<file path="config.mk">
export PLATFORM = sky130hd
export DESIGN_NAME = tiered_bus_arbiter
export DESIGN_NICKNAME = d
export VERILOG_FILES = /design/src/rtl/arb_pkg.sv /design/src/rtl/arb_rr_pick.sv /design/src/rtl/arb_tier_sel.sv /design/src/rtl/arb_hold_timer.sv /design/src/rtl/tiered_bus_arbiter.sv
export SDC_FILE = /design/constraint.sdc
export NUM_CORES = 1
export LEC_CHECK = 0
export BUFFER_PORTS_ARGS = -buffer_cell sky130_fd_sc_hd__buf_2
export CAP_MARGIN = 20
export CORE_ASPECT_RATIO = 1.75
export CORE_MARGIN = 2
export CORE_UTILIZATION = 50
export DETAILED_ROUTE_END_ITERATION = 6
export PLACE_DENSITY = 0.79
export SLEW_MARGIN = 15
export SYNTH_ARGS = -nofsm -noshare
export SYNTH_HDL_FRONTEND = slang
export SYNTH_SLANG_ARGS = --single-unit
export TNS_END_PERCENT = 30
</file>
<file path="constraint.sdc">
create_clock -name clk -period 4.1 [get_ports clk]
set_clock_uncertainty 0.2 [all_clocks]
set_input_delay 0.82 -clock clk [delete_from_list [all_inputs] [get_ports clk]]
set_output_delay 0.82 -clock clk [all_outputs]
set_load 0.01 [all_outputs]
</file>
<file path="src/rtl/arb_pkg.sv">
package arb_pkg;

  // Action chosen by the arbiter in one cycle.
  typedef enum logic [1:0] {
    ACT_KEEP = 2'd0,  // current owner keeps the bus
    ACT_DROP = 2'd1,  // grant removed, bus left without owner for a cycle
    ACT_ARB  = 2'd2,  // new owner chosen from pending requests
    ACT_PARK = 2'd3   // no requests: idle grant placed by parking policy
  } arb_act_e;

endpackage

</file>
<file path="src/rtl/arb_rr_pick.sv">
// Round-robin search: first set bit of req at or after ptr, wrapping.
module arb_rr_pick #(
  parameter int W  = 8,
  parameter int PW = 3
) (
  input  logic [W-1:0]  req,
  input  logic [PW-1:0] ptr,
  output logic          found,
  output logic [PW-1:0] idx
);

  always_comb begin
    found = 1'b0;
    idx   = '0;
    for (int k = 0; k < W; k++) begin
      int pos;
      pos = int'(ptr) + k;
      if (pos >= W) pos = pos - W;
      if (!found && req[pos]) begin
        found = 1'b1;
        idx   = PW'(pos);
      end
    end
  end

endmodule

</file>
<file path="src/rtl/arb_tier_sel.sv">
// Two-tier selection: the low tier is one slot (index N_AG) in the high rotation.
module arb_tier_sel #(
  parameter int N_AG = 7,
  parameter int PW   = 3
) (
  input  logic [N_AG-1:0] req,
  input  logic [N_AG-1:0] hi_mask,
  input  logic [PW-1:0]   hi_ptr,
  input  logic [PW-1:0]   lo_ptr,
  output logic            found,
  output logic [PW-1:0]   win,
  output logic [PW-1:0]   hi_ptr_nxt,
  output logic [PW-1:0]   lo_ptr_nxt
);

  localparam logic [PW-1:0] SLOT    = PW'(N_AG);
  localparam logic [PW-1:0] LO_LAST = PW'(N_AG - 1);

  logic [N_AG:0]   hi_cand;
  logic [N_AG-1:0] lo_cand;
  logic            hi_found, lo_found, slot_won;
  logic [PW-1:0]   hi_idx, lo_idx;

  assign lo_cand = req & ~hi_mask;
  assign hi_cand = {|lo_cand, req & hi_mask};

  arb_rr_pick #(.W(N_AG + 1), .PW(PW)) u_hi_pick (
    .req(hi_cand), .ptr(hi_ptr), .found(hi_found), .idx(hi_idx)
  );

  arb_rr_pick #(.W(N_AG), .PW(PW)) u_lo_pick (
    .req(lo_cand), .ptr(lo_ptr), .found(lo_found), .idx(lo_idx)
  );

  always_comb begin
    slot_won   = hi_found && (hi_idx == SLOT) && lo_found;
    found      = hi_found;
    win        = slot_won ? lo_idx : hi_idx;
    hi_ptr_nxt = hi_ptr;
    lo_ptr_nxt = lo_ptr;
    if (slot_won) begin
      hi_ptr_nxt = '0;
      lo_ptr_nxt = (lo_idx == LO_LAST) ? '0 : lo_idx + PW'(1);
    end else if (hi_found) begin
      hi_ptr_nxt = hi_idx + PW'(1);
    end
  end

endmodule

</file>
<file path="src/rtl/arb_hold_timer.sv">
// Hold timer: reload on grant, count busy cycles down to zero.
module arb_hold_timer #(
  parameter int TW = 8
) (
  input  logic          clk,
  input  logic          rst_n,
  input  logic          load,
  input  logic [TW-1:0] load_val,
  input  logic          busy,
  output logic          expired
);

  logic [TW-1:0] count_q, count_d;

  always_comb begin
    count_d = count_q;
    if (load)                         count_d = load_val;
    else if (busy && count_q != '0)   count_d = count_q - TW'(1);
  end

  always_ff @(posedge clk or negedge rst_n) begin
    if (!rst_n) count_q <= '0;
    else        count_q <= count_d;
  end

  assign expired = (count_q == '0);

  // a grant reloads the count
  p_reload_r6: assert property (@(posedge clk) disable iff (!rst_n)
    load |=> count_q == $past(load_val));

  // busy cycles count down by one
  p_count_down_r6: assert property (@(posedge clk) disable iff (!rst_n)
    (busy && !load && count_q != '0) |=> count_q == $past(count_q) - TW'(1));

endmodule

</file>
<file path="src/rtl/tiered_bus_arbiter.sv">
module tiered_bus_arbiter
  import arb_pkg::*;
#(
  parameter int N_EXT = 6,
  parameter int TMR_W = 8
) (
  input  logic             clk,
  input  logic             rst_n,
  input  logic [N_EXT-1:0] req_n,
  input  logic             int_req,
  input  logic             bus_idle,
  input  logic [N_EXT:0]   cfg_hi_tier,
  input  logic [TMR_W-1:0] cfg_hold_cnt,
  input  logic             cfg_park_last,
  output logic [N_EXT-1:0] gnt_n,
  output logic             int_gnt
);

  localparam int N_AG = N_EXT + 1;
  localparam int PW   = $clog2(N_AG + 1);
  localparam logic [PW-1:0] BRIDGE = PW'(N_EXT);

  // reset synchronizer: asynchronous assert, synchronous release
  logic rs_meta, rst_s;
  always_ff @(posedge clk or negedge rst_n) begin
    if (!rst_n) {rst_s, rs_meta} <= 2'b00;
    else        {rst_s, rs_meta} <= {rs_meta, 1'b1};
  end

  // configuration captured only while bus is idle
  logic [N_AG-1:0]  hi_q;
  logic [TMR_W-1:0] hold_q;
  logic             park_q;
  logic             cfg_en;
  assign cfg_en = bus_idle;

  always_ff @(posedge clk or negedge rst_s) begin
    if (!rst_s) begin
      hi_q   <= '0;
      hold_q <= '0;
      park_q <= 1'b0;
    end else if (cfg_en) begin
      hi_q   <= cfg_hi_tier;
      hold_q <= cfg_hold_cnt;
      park_q <= cfg_park_last;
    end
  end

  // arbitration state
  logic [N_AG-1:0] gnt_q, gnt_d;
  logic [PW-1:0]   owner_q, owner_d;
  logic [PW-1:0]   hp_q, hp_d, lp_q, lp_d;

  logic [N_AG-1:0] req_v;
  logic            granted, own_req, others, expired;
  logic            sel_found;
  logic [PW-1:0]   sel_win, sel_hp, sel_lp, park_tgt;
  arb_act_e        act;

  assign req_v   = {int_req, ~req_n};
  assign granted = |gnt_q;
  assign own_req = |(req_v & gnt_q);
  assign others  = |(req_v & ~gnt_q);

  arb_tier_sel #(.N_AG(N_AG), .PW(PW)) u_tier_sel (
    .req        (req_v),
    .hi_mask    (hi_q),
    .hi_ptr     (hp_q),
    .lo_ptr     (lp_q),
    .found      (sel_found),
    .win        (sel_win),
    .hi_ptr_nxt (sel_hp),
    .lo_ptr_nxt (sel_lp)
  );

  arb_hold_timer #(.TW(TMR_W)) u_hold_timer (
    .clk      (clk),
    .rst_n    (rst_s),
    .load     ((act == ACT_ARB) || (act == ACT_PARK)),
    .load_val (hold_q),
    .busy     ((act == ACT_KEEP) && !bus_idle),
    .expired  (expired)
  );

  // action decode
  always_comb begin
    act = ACT_KEEP;
    if (granted) begin
      if (others && (!own_req || expired))
        act = ACT_DROP;
      else if (!others && !own_req && !park_q && !gnt_q[N_EXT])
        act = ACT_DROP;
    end else if (sel_found) begin
      act = ACT_ARB;
    end else begin
      act = ACT_PARK;
    end
  end

  assign park_tgt = park_q ? owner_q : BRIDGE;

  // next state
  always_comb begin
    gnt_d   = gnt_q;
    owner_d = owner_q;
    hp_d    = hp_q;
    lp_d    = lp_q;
    case (act)
      ACT_DROP: gnt_d = '0;
      ACT_ARB: begin
        gnt_d   = N_AG'(1) << sel_win;
        owner_d = sel_win;
        hp_d    = sel_hp;
        lp_d    = sel_lp;
      end
      ACT_PARK: begin
        gnt_d   = N_AG'(1) << park_tgt;
        owner_d = park_tgt;
      end
      default: ;
    endcase
  end

  always_ff @(posedge clk or negedge rst_s) begin
    if (!rst_s) begin
      gnt_q   <= '0;
      owner_q <= BRIDGE;
      hp_q    <= '0;
      lp_q    <= '0;
    end else begin
      gnt_q   <= gnt_d;
      owner_q <= owner_d;
      hp_q    <= hp_d;
      lp_q    <= lp_d;
    end
  end

  assign gnt_n   = ~gnt_q[N_EXT-1:0];
  assign int_gnt = gnt_q[N_EXT];

  // never two grants
  p_one_grant_r2: assert property (@(posedge clk) disable iff (!rst_s)
    $onehot0(gnt_q));

  // an active grant either stays put or is removed first
  p_idle_gap_r3: assert property (@(posedge clk) disable iff (!rst_s)
    granted |=> (gnt_q == $past(gnt_q)) || (gnt_q == '0));

  // requesting owner with time left keeps the bus
  p_hold_r7: assert property (@(posedge clk) disable iff (!rst_s)
    (granted && own_req && !expired) |=> gnt_q == $past(gnt_q));

  // idle bus with bridge parking grants the bridge
  p_park_bridge_r10: assert property (@(posedge clk) disable iff (!rst_s)
    (!granted && !(|req_v) && !park_q) |=> gnt_q[N_EXT]);

  // configuration frozen across busy cycles
  p_cfg_frozen_r11: assert property (@(posedge clk) disable iff (!rst_s)
    !bus_idle |=> $stable(hi_q) && $stable(hold_q) && $stable(park_q));

endmodule

</file>
==> results of run 1 <==
## stage by stage
stage               instance area (um^2)  setup slack [ns]  setup TNS, ns
floorplan                           4620           0.00153              0
global placement                    5530            -0.371          -4.05
detailed placement                  5530            -0.571          -6.01
CTS                                 5850          0.000294              0
global route                        6180            -0.162          -1.40
finish                              6180           -0.0956         -0.374
## cell type report
| class | instances | area (um^2) | share of cell area (%) |
|---|---|---|---|
| Sequential cell | 42 | 1050 | 17.1 |
| Inverter | 25 | 93.8 | 1.52 |
| Tap cell | 120 | 150 | 2.43 |
| Timing Repair Buffer | 151 | 1090 | 17.7 |
| Multi-Input combinational cell | 450 | 3620 | 58.6 |
| Clock buffer | 5 | 125 | 2.02 |
| Clock inverter | 3 | 43.8 | 0.708 |
## synthesized netlist by cell type (10+ instances only)
cell,count
nand2b_1,13
inv_1,23
nor3_1,10
ha_1,17
nand2_1,48
o21ai_0,21
clkbuf_1,14
o22ai_1,10
dfrtp_1,40
nor2_1,49
mux2i_1,26
o31ai_1,11
nand3_1,17
mux4_2,10
xnor2_1,10
mux2_2,24
a21oi_1,27
## metal layers
layer  up-vias  global-route usage (%)
li1       2321                       -
met1      2423                    31.0
met2       263                    62.2
met3       116                    4.26
met4         0                    26.8
met5         -                       0
## worst max-delay path, stage by stage
cell	delay (ns)
buf_8	0.10
nand2b_4	0.15
mux2_4	0.28
mux4_2	0.50
o221ai_2	0.24
buf_4	0.14
buf_4	0.09
buf_4	0.09
a311oi_1	0.06
a211oi_1	0.24
buf_4	0.19
inv_2	0.05
ha_4	0.16
o311a_1	0.10
a41o_1	0.24
a31oi_4	0.21
nand3b_1	0.21
o31ai_1	0.30
## sequential cells by signal, summed over array words and instances (netlist names)
signal and flops:
u_hold_timer.count_q 8, park_q 1, lp_q 3, hi_q 7, owner_q 3, gnt_q 7
rs_meta 1, hold_q 8, hp_q 3, rst_s 1
## cells in the final DEF (no fill, tap or decap), drive strengths merged, types with 7 or more instances in the layout
cell type / count
a211oi: 9
a21o: 8
a21oi: 27
a31oi: 7
buf: 150
dfrtp: 40
ha: 17
inv: 25
mux2: 25
mux2i: 26
mux4: 10
nand2: 48
nand2b: 13
nand3: 17
nor2: 49
nor3: 10
nor4: 8
o211ai: 7
o21a: 7
o21ai: 22
o22ai: 10
o31ai: 11
or2: 10
xnor2: 10
xor2: 7
## path summary, 6_finish.rpt
| kind | startpoint | to | slack [ns] | cells after the start |
|---|---|---|---|---|
| hold / removal | rst_n | rst_s | 0.1 | 1 |
| min in group clk | rs_meta | rst_s | 0.15 | 0 |
| hold reg to reg | rs_meta | rst_s | 0.15 | 0 |
| max in group asynchronous | rst_s | hold_q[2] | 2.96 | 0 |
| setup reg to reg | hp_q[0] | gnt_q[6] | -0.02 | 18 |
| setup / recovery | req_n[3] | gnt_q[6] | -0.1 | 18 |
## kinds of logic (layout without fill, tap and decap cells)
logic type,count (synthesis),count (layout),share of synthesized area [%]
AOI/OAI and AO/OA,165,165,26.9
adders and majority gates,17,17,4.63
buffers and inverters,52,184,4.79
and+or+nand+nor,189,189,20.7
muxes,61,61,16.8
xor gates and xnor gates,17,17,3.24
DFF,42,42,22.9
other,1,1,0.0816
## repair_timing
item | 4_1_cts | 5_1_grt
pin swaps | 11 | 21
setup buffers | 5 | 18
hold buffers | 0 | 0
setup endpoints to repair | 15 | 15
resized for setup | 20 | 49
cloned | 0 | 0
==> results.txt, run 1 <==
Outcome -> finished, violations left
Failing checks -> design-rule violations, negative setup slack
Gr ovfl total -> 0
Post-Synthesis Cells -> 544
First-pass GRT wire length -> 25.6 mm
Core area -> 0.00898 mm^2
DRT Pass-1 Iters -> 7
Yosys warning count -> 0
Highest metal used -> met4
FFs w/ async S/R, synth -> 100%
Fraction of layout cells with a size suffix above 1 -> 39.1%
Clock Tree Root -> clkbuf_16
# placed instances -> 766
Post-synth EDFFs -> 0
Clk slew on worst S/H paths -> 0.06 ns
Die area -> 0.0100 mm^2
Via/cell ratio -> 6.44
Critical Path AT -> 4.19 ns
Met3 WL post-DR -> 891 um
CTS tree -> done
Fmax -> 238 MHz
Cell Rows -> 46
Initial core utilization -> 51.2%
Worst setup EP type -> register
Worst Max-Slew Pin Slew -> 0.868 ns
MaxCap Viol Count -> 0
Fin util -> 68.9%
Mean Syn Cell Area -> 8.45 um^2
FILL cells -> 696
DRT antenna net count -> 0
Main flop type after synthesis -> dfrtp_1
Final setup margin -> -0.0956 ns
Post-DP HPWL -> 12.6 mm
Fin. Hold Viols -> 0
Syn Std Cell Area -> 0.00460 mm^2
ANT cells -> 0
Initial antenna violation count -> 0
CP max FO -> 5
Hold_ws -> 0.0996 ns
Area contributors post-synth -> dfrtp_1 22%, mux2_2 5.9%, mux2i_1 5.7%, mux4_2 4.9%, ha_1 4.6%
WP data required -> 4.09 ns
First DRT Iteration DRCs -> 465
IO Pins -> 33
Setup CP Type -> in2reg
Die W -> 76.5 um
Largest net degree at the start of global routing -> 41
Hold crit path type -> in2async
Worst-Skew Late Latency -> 0.29 ns
Synth cell types -> 82
Number of port buffers -> 32
Max H-tree Level -> 2
Chip height -> 131 um
Post-layout min period -> 4.20 ns
Final period utilization -> 102%
Total track usage -> 32.6%
Post-route DRC -> 21
Share of the synthesized area in the top cell type -> 21.8%
Avg WL per Cell -> 20.8 um
Vias post-DR -> 5123
Final nets -> 718
Area leader, netlist -> dfrtp_1
Non-Filler Instances -> 796
Syn_nets -> 587
Routed length on met1 -> 5.36 mm
Max-Slew Margin vs Limit -> 42.2%
Post-synthesis sequential area ratio -> 22.9%
Gp weighted congestion -> 0.961
Final setup vio count -> 8
Met2 WL -> 8.69 mm
Number of CTS-inserted buffers -> 5
Setup crit start kind -> input port
Max-slew violations -> 0
Area growth syn-to-layout -> 34.5%
RSZ-0062 raised after global routing -> yes
Vias in the first global route -> 5178
Clock sink count -> 42
CTS max path bufs -> 2
Yosys reg bits -> 42
Routed WL -> 16.5 mm
Power of run 1 is left out: the tool's default activity adds up to more than one toggle a clock period on the data nets, which glitch-free logic cannot reach.
==> run 2, diff against run 1 <==
Clock period 4.1 ns to 3.9 ns, I/O delays scaled along.
==> run 2 against run 1 <==
The flow finishes with violations (negative setup slack). Sequential share of layout area fell by 0.67 points. Via count rose by 7.3%. Register-to-register slack got worse by 0.18 ns. Worst setup slack got worse by 0.15 ns. Flip-flop and latch count did not move. First-iteration DRC count rose by 3.7%. Non-clock buffer count rose by 26. Cell area rose by 4.2%. Critical path depth did not move. Utilization rose by 2.9 points. Global-route usage rose by 1.2 points. Routed wire length rose by 9.7%. Critical path type unchanged. Largest cell class unchanged. Highest routed layer unchanged.
==> results.txt, run 2 (synthesis results as in run 1) <==
Register-to-register setup slack -> -0.20 ns
Clock sink count -> 42
Worst r2r src -> hp_q[0]
Fin. Hold Viols -> 0
Setup CP Type -> in2reg
Failing checks -> negative setup slack
ANT cells -> 0
First DRT Iteration DRCs -> 482
Area growth syn-to-layout -> 40.1%
Clock Tree Root -> clkbuf_16
Core area -> 0.00898 mm^2
Non-Filler Instances -> 822
Final period utilization -> 106%
# placed instances -> 798
DRT Pass-1 Iters -> 5
First-pass GRT wire length -> 26.4 mm
Max-slew violations -> 0
Reg2Reg Depth -> 16
Number of CTS-inserted buffers -> 5
Hold crit path type -> in2async
FF-to-FF End -> gnt_q[6]
Worst-Skew Late Latency -> 0.29 ns
Largest registers -> hold_q: 8 flops, u_hold_timer.count_q: 8 flops
DRT antenna net count -> 0
Fraction of layout cells with a size suffix above 1 -> 42.9%
Largest net degree at the start of global routing -> 41
Most frequent cells in the layout -> 139 x buf_4, 47 x nand2_1, 47 x nor2_1
IO Pins -> 33
Worst path cell trace -> buf_8, nand2b_4, buf_6, mux4_2, nand3b_1, o311ai_4, buf_4, buf_4, nand2_1, o22a_1, a22oi_2, ha_4, ha_4, o311a_1, a41o_1, a31oi_2, nand3b_1, o31ai_1
RSZ-0062 raised after global routing -> yes
Post-CTS Hold Buffers -> 0
Routed WL -> 18.1 mm
Final nets -> 744
Via/cell ratio -> 6.69
Slowest-stage cell, CP -> mux4_2
Sequential cell area -> 0.00106 mm^2
MaxCap Viol Count -> 0
CTS tree -> done
Total track usage -> 33.8%
Max-Slew Margin vs Limit -> 40.5%
Chip height -> 131 um
Post-route DRC -> 0
Multi-input logic area -> 0.00369 mm^2
Setup crit start kind -> input port
Initial antenna violation count -> 0
CP peak stage delay -> 0.53 ns
Initial core utilization -> 51.2%
Max H-tree Level -> 2
Worst Max-Slew Pin Slew -> 0.893 ns
Final setup vio count -> 12
Post-DP HPWL -> 13.2 mm
Final setup margin -> -0.250 ns
Cell Rows -> 46
Outcome -> finished, violations left
Hold_ws -> 0.0601 ns
Vias post-DR -> 5496
Worst setup EP type -> register
Gr ovfl total -> 0
Critical Path AT -> 4.14 ns
CTS max path bufs -> 2
Die W -> 76.5 um
Avg WL per Cell -> 22.0 um
WP data required -> 3.89 ns
Die area -> 0.0100 mm^2
Clk slew on worst S/H paths -> 0.06 ns
Gp weighted congestion -> 1.04
Vias in the first global route -> 5533
FILL cells -> 679
Fmax -> 241 MHz
TNS Setup -> -1.52 ns
Post-layout min period -> 4.15 ns
CP max FO -> 4
Commonest non-fill, non-tap cell in the layout -> buf_4
Number of port buffers -> 32
run 2: changes by cell type in the layout (fill, tap and decap cells not counted), sizes merged:
cell / change
inv: -1
bufinv: -1
buf: +27
clkinvlp: +1
clkinv: +1
clkbuf: -1
run 2: worst max-delay path, delay by kind of cell:
kind | cells | cell delay, ns
adder cells (fa/ha/maj) | 2 | 0.36
buffers and inverters | 4 | 0.51
multiplexers | 1 | 0.53
AO/OA/AOI/OAI | 7 | 1.27
AND/OR/NAND/NOR | 4 | 0.68
run 2: stage by stage:
step	instance area [um^2]	util [%]	setup WS, ns
2_1_floorplan	4720	-	-0.0185
3_3_place_gp	5850	65.1	-0.353
3_5_place_dp	5850	65.1	-0.515
4_1_cts	6140	68.4	-0.214
5_1_grt	6440	71.8	-0.398
6_report	6440	71.8	-0.250
run 2: area by class of cell:
| cell class | count | area share (%) |
|---|---|---|
| flip-flops and latches | 42 | 16.4 |
| clock inverters | 3 | 0.330 |
| well taps | 120 | 2.33 |
| clock buffers | 5 | 1.94 |
| multi-input cells | 450 | 57.3 |
| repair buffers | 177 | 20.2 |
| inverters | 25 | 1.50 |
run 2: layer usage:
metal | global-route usage, % | part of all wire, % | vias to the layer above
li1 | - | - | 2362
met1 | 31.1 | 32 | 2619
met2 | 65.2 | 52 | 355
met3 | 3.23 | 4.9 | 160
met4 | 30.6 | 11 | 0
met5 | 0 | 0 | -
run 2: worst max-delay path by stage:
stage / startpoint / end / slack, ns / depth (start not counted)
2_1_floorplan: req_n[3] / gnt_q[6] / -0.02 / 15
3_3_place_gp: req_n[3] / gnt_q[6] / -0.35 / 17
3_5_place_dp: req_n[3] / gnt_q[5] / -0.51 / 17
4_1_cts: req_n[3] / gnt_q[6] / -0.21 / 16
5_1_grt: lp_q[1] / gnt_q[4] / -0.40 / 14
6_report: req_n[0] / gnt_q[6] / -0.25 / 18
run 2: repair_timing:
item / 4_1_cts / 5_1_grt
pin swaps: 7 / 20
endpoints found under the setup margin: 16 / 16
setup buffers: 9 / 7
gates resized for setup: 17 / 51
Power of run 2 is left out for the same reason.
